### src/rtl/mdma_pkg.sv
`timescale 1ns/1ps
package mdma_pkg;
  typedef enum logic [1:0] {ST_IDLE, ST_RD, ST_WR, ST_WAIT} mdma_state_e;

  localparam int EN_BIT   = 31;
  localparam int IE_BIT   = 30;
  localparam int MODE_LO  = 27;
  localparam int WIDE_BIT = 26;
  localparam int RPT_BIT  = 25;
  localparam int SRC_LO   = 23;
  localparam int DST_LO   = 21;

  localparam logic [1:0] STEP_UP   = 2'd0;
  localparam logic [1:0] STEP_DOWN = 2'd1;
  localparam logic [1:0] STEP_HOLD = 2'd2;
  localparam logic [1:0] STEP_RELD = 2'd3;

  // wait-state cost of one access to a region
  function automatic logic [3:0] region_ws(input logic [3:0] rg, input logic wide);
    case (rg)
      4'h8, 4'h9:       return wide ? 4'd12 : 4'd6;
      4'hA:             return 4'd10;
      4'h2, 4'h5, 4'h6: return wide ? 4'd2 : 4'd1;
      default:          return 4'd1;
    endcase
  endfunction
endpackage

### src/rtl/mdma_step.sv
`timescale 1ns/1ps
module mdma_step #(
  parameter int AW = 32
) (
  input  logic [AW-1:0] cur,
  input  logic [1:0]    code,
  input  logic          wide,
  output logic [AW-1:0] nxt
);
  import mdma_pkg::*;
  logic [AW-1:0] sz;
  assign sz = wide ? AW'(4) : AW'(2);

  always_comb begin
    case (code)
      STEP_DOWN: nxt = cur - sz;
      STEP_HOLD: nxt = cur;
      default:   nxt = cur + sz;   // up, and code 3 behaves as up
    endcase
  end
endmodule

### src/rtl/mdma_cost.sv
`timescale 1ns/1ps
module mdma_cost (
  input  logic [3:0] src_rg,
  input  logic [3:0] dst_rg,
  input  logic       wide,
  output logic [4:0] cost
);
  import mdma_pkg::*;
  assign cost = {1'b0, region_ws(src_rg, wide)} + {1'b0, region_ws(dst_rg, wide)};
endmodule

### src/rtl/mdma_channel.sv
`timescale 1ns/1ps
module mdma_channel #(
  parameter int CNT_W     = 21,
  parameter int BURST_MAX = 112,
  parameter int FIFO_MODE = 7
) (
  input  logic        clk,
  input  logic        rst_n,
  input  logic        reg_we,
  input  logic [1:0]  reg_sel,
  input  logic [31:0] reg_wdata,
  output logic [31:0] ctl_rd,
  input  logic [7:0]  trig_req,
  output logic        mem_valid,
  input  logic        mem_ready,
  output logic        mem_we,
  output logic        mem_wide,
  output logic [31:0] mem_addr,
  output logic [31:0] mem_wdata,
  input  logic [31:0] mem_rdata,
  output logic        cpu_stall,
  output logic        irq
);
  import mdma_pkg::*;
  localparam int REM_W = CNT_W + 1;

  mdma_state_e st;
  logic [31:0] src_q, dst_q, ctrl_q, cur_src, cur_dst, data_q;
  logic [REM_W-1:0] rem, iter, load_val, rem_start, burst_cap;
  logic [4:0] wcnt, cost;
  logic kick, in_prog, go, arm;

  logic [2:0] mode;
  logic       wide;
  logic [1:0] scode, dcode;
  assign mode  = ctrl_q[MODE_LO +: 3];
  assign wide  = ctrl_q[WIDE_BIT];
  assign scode = ctrl_q[SRC_LO +: 2];
  assign dcode = ctrl_q[DST_LO +: 2];

  // pointer steppers, one per side
  logic [31:0] cur_a [2];
  logic [31:0] nxt_a [2];
  logic [1:0]  code_a [2];
  assign cur_a[0] = cur_src;  assign code_a[0] = scode;
  assign cur_a[1] = cur_dst;  assign code_a[1] = dcode;
  for (genvar gi = 0; gi < 2; gi++) begin : g_step
    mdma_step #(.AW(32)) u_step (
      .cur (cur_a[gi]),
      .code(code_a[gi]),
      .wide(wide),
      .nxt (nxt_a[gi])
    );
  end

  mdma_cost u_cost (
    .src_rg(cur_src[27:24]),
    .dst_rg(cur_dst[27:24]),
    .wide  (wide),
    .cost  (cost)
  );

  assign load_val  = (ctrl_q[CNT_W-1:0] == '0) ? (REM_W'(1) << CNT_W)
                                               : {1'b0, ctrl_q[CNT_W-1:0]};
  assign rem_start = in_prog ? rem : load_val;
  assign burst_cap = (mode == 3'(FIFO_MODE) && rem_start > REM_W'(BURST_MAX))
                     ? REM_W'(BURST_MAX) : rem_start;
  assign arm = reg_we && reg_sel == 2'd2 && !ctrl_q[EN_BIT] && reg_wdata[EN_BIT];
  assign go  = st == ST_IDLE && ctrl_q[EN_BIT]
               && (kick || (mode != 3'd0 && trig_req[mode]));

  always_ff @(posedge clk or negedge rst_n) begin
    if (!rst_n) begin
      st <= ST_IDLE;
      src_q <= '0; dst_q <= '0; ctrl_q <= '0;
      cur_src <= '0; cur_dst <= '0; data_q <= '0;
      rem <= '0; iter <= '0; wcnt <= '0;
      kick <= 1'b0; in_prog <= 1'b0; irq <= 1'b0;
    end else begin
      irq <= 1'b0;
      if (reg_we) begin
        case (reg_sel)
          2'd0:    src_q  <= reg_wdata;
          2'd1:    dst_q  <= reg_wdata;
          2'd2:    ctrl_q <= reg_wdata;
          default: ;
        endcase
      end
      if (arm) begin
        cur_src <= src_q;
        cur_dst <= dst_q;
        in_prog <= 1'b0;
        kick    <= (reg_wdata[MODE_LO +: 3] == 3'd0);
      end
      case (st)
        ST_IDLE: if (go) begin
          kick    <= 1'b0;
          in_prog <= 1'b1;
          rem     <= rem_start;
          iter    <= burst_cap;
          if (dcode == STEP_RELD) cur_dst <= dst_q;
          st <= ST_RD;
        end
        ST_RD: if (mem_ready) begin
          data_q <= mem_rdata;
          st     <= ST_WR;
        end
        ST_WR: if (mem_ready) begin
          cur_src <= nxt_a[0];
          cur_dst <= nxt_a[1];
          rem     <= rem - 1'b1;
          iter    <= iter - 1'b1;
          wcnt    <= cost - 5'd1;
          st      <= ST_WAIT;
        end
        ST_WAIT: begin
          if (wcnt != 5'd0) wcnt <= wcnt - 5'd1;
          else if (rem == '0) begin
            st      <= ST_IDLE;
            in_prog <= 1'b0;
            if (!(ctrl_q[RPT_BIT] && mode != 3'd0)) ctrl_q[EN_BIT] <= 1'b0;
            irq <= ctrl_q[IE_BIT];
          end else if (iter == '0 || !ctrl_q[EN_BIT]) st <= ST_IDLE;
          else st <= ST_RD;
        end
        default: st <= ST_IDLE;
      endcase
    end
  end

  assign mem_valid = (st == ST_RD) || (st == ST_WR);
  assign mem_we    = (st == ST_WR);
  assign mem_addr  = (st == ST_WR) ? cur_dst : cur_src;
  assign mem_wdata = data_q;
  assign mem_wide  = wide;
  assign cpu_stall = (st != ST_IDLE);
  assign ctl_rd    = ctrl_q;

  AST_REQ_HOLD: assert property (@(posedge clk) disable iff (!rst_n)
    mem_valid && !mem_ready |=> mem_valid && $stable(mem_addr) && $stable(mem_we)
                                && $stable(mem_wdata));
  AST_IRQ_PULSE: assert property (@(posedge clk) disable iff (!rst_n)
    irq |=> !irq);
  AST_START_ENABLED: assert property (@(posedge clk) disable iff (!rst_n)
    $rose(cpu_stall) |-> ctrl_q[EN_BIT]);
  AST_COUNT_LIVE: assert property (@(posedge clk) disable iff (!rst_n)
    mem_valid |-> rem != '0);
  AST_BURST_CAP: assert property (@(posedge clk) disable iff (!rst_n)
    (cpu_stall && mode == 3'(FIFO_MODE)) |-> iter <= REM_W'(BURST_MAX));
endmodule

### config.mk
export PLATFORM = sky130hd
export DESIGN_NAME = mdma_channel
export DESIGN_NICKNAME = d
export VERILOG_FILES = /design/src/rtl/mdma_pkg.sv /design/src/rtl/mdma_step.sv /design/src/rtl/mdma_cost.sv /design/src/rtl/mdma_channel.sv
export SDC_FILE = /design/constraint.sdc
export NUM_CORES = 1
export LEC_CHECK = 0
export BUFFER_PORTS_ARGS = -buffer_cell sky130_fd_sc_hd__buf_4
export CAP_MARGIN = 20
export CORE_MARGIN = 3
export CORE_UTILIZATION = 24
export DETAILED_ROUTE_END_ITERATION = 16
export GPL_TIMING_DRIVEN = 0
export SLEW_MARGIN = 10
export SYNTH_ARGS = -nofsm -noshare
export SYNTH_HDL_FRONTEND = slang
export SYNTH_SLANG_ARGS = --single-unit
### constraint.sdc
create_clock -name clk -period 5.58 [get_ports clk]
set_clock_uncertainty 0.15 [all_clocks]
set_input_delay 0.837 -clock clk [delete_from_list [all_inputs] [get_ports clk]]
set_output_delay 0.837 -clock clk [all_outputs]
set_load 0.02 [all_outputs]
Word level (Yosys, flattened, before mapping):

Cells that the tools add are included.

* $add $sub $neg: 9
* magnitude comparators: 2
* equal/unequal tests: 30
* mux-type cells: 54
* reductions and logical operators: 34

Operator list (count)
* 32-bit two-way mux: 10
* 32-bit case mux with 2 select lines: 3
* 22-bit two-way mux: 7
* 22-bit case mux with 2 select lines: 2
* 32-bit adder: 2
* 32-bit subtractor: 2
* 22-bit zero test: 2
* 22-bit by 1-bit subtractor with 22-bit output, second input constant: 2
* 4-bit == test, second input constant: 6
* 4-bit case mux with 3 select lines: 2
* 22-bit by 7-bit greater-than comparator with 1-bit output, second input constant: 1
* 21-bit zero test: 1
* 1-bit two-way mux: 17
* 4-bit by 3-bit == test with 1-bit output, second input constant: 4
* 2-bit == test, second input constant: 6
* 2-bit two-way mux: 5
* 5-bit two-way mux: 2
* 2-bit != test, second input constant: 5
* 5-bit case mux with 2 select lines: 1
* 5-bit by 1-bit subtractor with 5-bit output, second input constant: 2
* 2-bit by 1-bit == test with 1-bit output, second input constant: 4
* 4-bit by 2-bit == test with 1-bit output, second input constant: 2
* 1-bit logical AND: 8
* 2-bit case mux with 4 select lines: 1
* other kinds (20): 32

* register bits after elaboration: 246
* bits of input ports: 78
* output and inout port bits: 101
* word-level logic and storage cells: 143

Depth between registers and ports, before layout:

* depth after elaboration: 8
* depth in mapped cells: 14
* gate-level depth less buffers: 13

Cells and area by module:

From an unflattened synthesis, not the netlist that was laid out.

* cell total of the unflattened synthesis: 1827
* area total of the unflattened synthesis: 16622.2 µm²

By module, submodules not included
* mdma_channel: instances 1, cells each 1136, area an instance 12278.0 µm², sequential area each 6155.9 µm²
* mdma_step at g_step[1].u_step: instances 1, cells each 342, area an instance 2107.0 µm², sequential area each 0.0 µm²
* mdma_step at g_step[0].u_step: instances 1, cells each 313, area an instance 1970.6 µm², sequential area each 0.0 µm²
* mdma_cost: instances 1, cells each 36, area an instance 266.5 µm², sequential area each 0.0 µm²

Least setup slack after synthesis:

No wires, ideal clock.

* path kind: register to register
* from: register ctrl_q[21], in the netlist ctl_rd[21]
* to: register cur_dst[30]
* library setup time: 0.133 ns
* data arrival time: 4.231 ns
* data required time: 5.297 ns
* path slack: 1.066 ns
* stages on the path, launching flop included: 13
* buffers on the path: 0
* cells stage by stage: dfrtp_1 -> nor2b_1 -> and2_1 -> ha_1 -> nor2b_1 -> o31a_1 -> o41ai_1 -> o21ai_1 -> a41oi_1 -> o21ai_1 -> a311oi_1 -> xor2_1 -> o21ai_0

* cells in the longest elaborated chain, start to end: 4
* elaborated cells between the ends (all ways): 9
* those cells by class: 4 x eq/ne; 5 x mux

RTL lines
* start: declaration: line mdma_channel.sv:28 `logic [31:0] src_q, dst_q, ctrl_q, cur_src, cur_dst, data_q;`
* start signal: assignment: line mdma_channel.sv:85 `2'd2: ctrl_q <= reg_wdata;`
* 2-bit == test, or another cell as far along: line mdma_step.sv:15 `case (code)`
* 32-bit case mux with 2 select lines / 32-bit two-way mux (equally long branches): line mdma_step.sv:15, mdma_channel.sv:101
* 32-bit two-way mux (on tied branches): line mdma_channel.sv:108, mdma_channel.sv:96
* 32-bit case mux with 2 select lines: line mdma_channel.sv:95 `case (st)`
* end signal: assignment: line mdma_channel.sv:91 `cur_dst <= dst_q;`
* end signal: assignment: line mdma_channel.sv:101 `if (dcode == STEP_RELD) cur_dst <= dst_q;`
* end signal: assignment: line mdma_channel.sv:110 `cur_dst <= nxt_a[1];`
* end: declaration: line mdma_channel.sv:28

Parallel ways exist; a longest one is shown, timed or not.
A chain may end at the register's enable or synchronous reset.

Worst setup path after layout:

* from: register st[0]
* to: output port mem_addr[1]

* cells in the longest elaborated chain, start to end: 2

RTL lines
* start: declaration: line mdma_channel.sv:27 `mdma_state_e st;`
* start signal: assignment: line mdma_channel.sv:74 `st <= ST_IDLE;`
* start signal: assignment: line mdma_channel.sv:102 `st <= ST_RD;`
* start signal: assignment: line mdma_channel.sv:106 `st <= ST_WR;`
* 2-bit == test: line mdma_channel.sv:133 `assign mem_addr = (st == ST_WR) ? cur_dst : cur_src;`
* 32-bit two-way mux: line mdma_channel.sv:133
* end: declaration: line mdma_channel.sv:18 `output logic [31:0] mem_addr,`

No other way between the ends.

==> results by group <==
Run status
  • Outcome: finished clean

Die
  • Die ar.: roughly 67000 um^2
  • Core area: roughly 63000 um^2
  • Row Count: 92
  • Chip width: approximately 260 um
  • Die H: 258.9 um
  • Initial Util: between 20% and 30%
  • I/O pin cnt: 179

Synthesis
  • Ys flop type: dfrtp_1
  • Cells after synthesis: between 1500 and 2000
  • Synth cell types: 89
  • Post-synth top area share: between 40% and 50%
  • Post-synthesis mux area share: 13.99%
  • Synthesized cell area: between 15000 and 20000 um^2
  • Post-Syn Nets: around 1700
  • Number of synthesized register bits: 246
  • Ys async rst share: 100.0%
  • Synth Warn #: 0
  • Largest family of logic cells by synthesized area: compound AO/OA/AOI/OAI gates
  • Register area share after synthesis: between 40% and 50%
  • Adder-Cell Fraction of Synth Area: under 10%
  • Area leader, netlist: dfrtp_1
  • Post-synth EDFFs: 0
  • Xor and xnor area share after synthesis: under 10%
  • Post-Synth Simple-Gate Area: 12.06%
  • Syn avg cell area: about 10 um^2
  • Compound-Gate Fraction of Synth Area: between 20% and 30%
  • Synth area leaders: dfrtp_1, mux2_2, ha_1, a21oi_1, o21ai_0

Layout
  • Area of the multi-input gates: roughly 8700 um^2
  • Layout Utilization: 29.72%
  • FF/Latch Area: approximately 6200 um^2
  • Fin nets: between 1500 and 2000
  • Ant. Diodes: 0
  • Synth-to-layout area growth: 22.36%
  • Fraction of layout cells with a size suffix above 1: roughly a quarter
  • # fillers: around 6600

Timing
  • Worst Tran Pin Value: around 1.0 ns
  • Final setup fails: 0
  • Shortest period the worst path allows: 4.877 ns
  • RSZ-0062 raised after global routing: false
  • WHS: about 0.091 ns
  • Peak Freq: slightly above 0.2 GHz
  • Hold Vio Cnt, Final: 0
  • Slew Viols, Final: 0
  • Slew margin rel.: 29.92%
  • Final period util: 87.40%

Clock tree
  • H-tree depth: 1
  • Skew-Pair Late Insertion Delay: 0.57 ns
  • TritonCTS clock tree: yes
  • CTS Buffer Depth: 3
  • Cts bufs inserted: 28
  • Clock-pin slew on the worst setup and hold paths: 0.06 ns
  • Root buf cell: clkbuf_16
  • Hold buffers post-CTS: 0
  • Post-cts resize count: 0
  • CTS sink count: between 200 and 250
  • Post-CTS setup buffer count: 0

Route
  • Met2 WL: about 25000 um
  • Starting DRT DRC Count: approximately 1400
  • Drt pass-1 iters: 5
  • Highest routed metal layer: met4
  • Average wire per standard cell: between 20 and 25 um
  • Via/cell ratio: ~5.2
  • # DRC: 0
  • Vias: approximately 14000
  • Final WL: 54590 um
  • WL met1: approximately 24000 um
  • Antenna-violating nets left: 0
  • Met3 routed WL: ~4300 um

Worst setup path
  • Worst setup path startpoint: st[0]$_DFFE_PN0P_
  • Critical Path RT: approximately 4.6 ns
  • Critical Path AT: 3.89 ns
  • Worst R2R Start: ctl_rd[26]$_DFFE_PN0P_
  • Worst Path Max Fanout: 10
  • Crit path kind: reg -> out
  • Crit start category: flop
  • Worst R2R Setup Slack: between 0.7 and 0.8 ns
  • Setup crit end kind: primary output

Global routing
  • Initial antenna violation count: 1
  • Overflow after GRT: 0
  • Largest net degree at the start of global routing: 94
  • Total GRT Usage: 15.84%
  • Number of global-route vias before repair: between 10000 and 15000
  • First-pass GRT wire length: around 83000 um

Power and ir drop
  • PwrDens: 609.7 nW/um^2
  • VDD IR-drop max: roughly 310 uV
  • Leakage dissipation: just under 8 nW
  • PnR Total Power: 11.45 mW

Flow run
  • Maxcap violations: 0

Place
  • Detailed placer's ending HPWL: approximately 42000 um
  • Gpl congestion: about 0.93
  • Port buffer count: 177

Min path
  • Worst hold path class: in -> async
-- through the flow --
stage / setup slack, ns / std cells / instance area (um^2) / TNS, ns
after floorplan: 1.066 / 1570 / 15350 / 0
after global placement: -0.2933 / 2593 / 17740 / -0.3046
after detailed placement: 0.8275 / 2596 / 17820 / 0
after CTS: 0.6456 / 2646 / 18750 / 0
after global routing: 0.4535 / 2648 / 18780 / 0
final: 0.7030 / 2648 / 18780 / 0
-- sequential cells by signal (all words and copies together), names as in the netlist --
name and count:
ctl_rd 32, cur_dst 32, cur_src 32, dst_q 32, mem_wdata 32, src_q 32, iter 22, rem 22
wcnt 5, st 2, in_prog 1, irq 1, kick 1
-- worst max-delay path, cell delays in order (launching register included) --
cell and delay, ns:
dfrtp_1 0.44, inv_1 0.14, ha_1 0.38, clkbuf_1 0.46, buf_1 0.82, clkbuf_1 0.60, o21ai_0 0.26, buf_4 0.21
-- synth_stat cells, types with 9 or more instances --
cell type	instances
ha_1	77
clkbuf_1	59
o211ai_1	13
mux2i_1	18
o31ai_1	10
mux2_2	169
buf_1	9
o22ai_1	46
nand4_1	15
nand2_1	97
nand3_1	40
a21o_1	33
o21ai_0	102
inv_1	45
a22oi_1	28
xor2_1	26
or3_1	13
nor2_1	88
nor3_1	28
a21oi_1	152
a31oi_1	11
nor2b_1	10
o21a_1	12
dfrtp_1	246
a221oi_1	13
o21ai_1	20
nand2b_1	10
nor3b_1	9
xnor2_1	25
-- cell type report --
cell class              instances  area share (%)
plain buffers                  76           1.619
well taps                     846           5.636
clock inverters                11          0.7261
repair buffers                182           7.621
clock buffers                  39           4.224
multi-input cells            1201           46.46
inverters                      47          0.9393
flip-flops and latches        246           32.78
-- metal layers --
| metal | vias to the layer above | track usage [%] |
|---|---|---|
| li1 | 6333 | - |
| met4 | 0 | 4.651 |
| met2 | 554 | 25.33 |
| met1 | 6834 | 21.43 |
| met3 | 85 | 3.453 |
| met5 | - | 0 |
-- layout by cell type, fill, tap and decap left out, types with 15 or more instances in the layout --
cell | synthesis | routed
mux2i_1 | 18 | 18
nand4_1 | 15 | 15
xnor2_1 | 25 | 25
inv_1 | 45 | 45
nand2_1 | 97 | 97
xor2_1 | 26 | 26
o21ai_1 | 20 | 20
buf_4 | 1 | 178
nand3_1 | 40 | 40
o22ai_1 | 46 | 46
nor2_1 | 88 | 88
clkbuf_16 | 0 | 29
a21o_1 | 33 | 33
mux2_2 | 169 | 169
a21oi_1 | 152 | 152
nor3_1 | 28 | 28
a22oi_1 | 28 | 28
o21ai_0 | 102 | 102
dfrtp_1 | 246 | 246
ha_1 | 77 | 77
clkbuf_1 | 59 | 66
-- final timing paths --
check                           cells after the start                        to
worst max-delay path                                7               mem_addr[1]
worst max register to register                     13   cur_dst[30]$_DFFE_PN0P_
worst min-delay path                                1             irq$_DFF_PN0_
max in group asynchronous                           2  mem_wdata[3]$_DFFE_PN0P_
min in group clk                                    2    cur_src[0]$_DFFE_PN0P_
worst min register to register                      2    cur_src[0]$_DFFE_PN0P_
-- cells by family after synthesis --
kind of cell | after synthesis
AO/OA/AOI/OAI | 516
multiplexers | 191
AND/OR/NAND/NOR | 365
XOR/XNOR | 51
adder cells (fa/ha/maj) | 78
buffers and inverters | 123
flip-flops | 246
-- power by group --
group	internal (mW)	total (mW)	switching [mW]
logic	2.62	6.33	3.71
clock network	1.13	1.93	0.804
registers	2.46	3.19	0.730
total	6.21	11.5	5.24
Note: power is estimated with default switching activity, not from simulation.
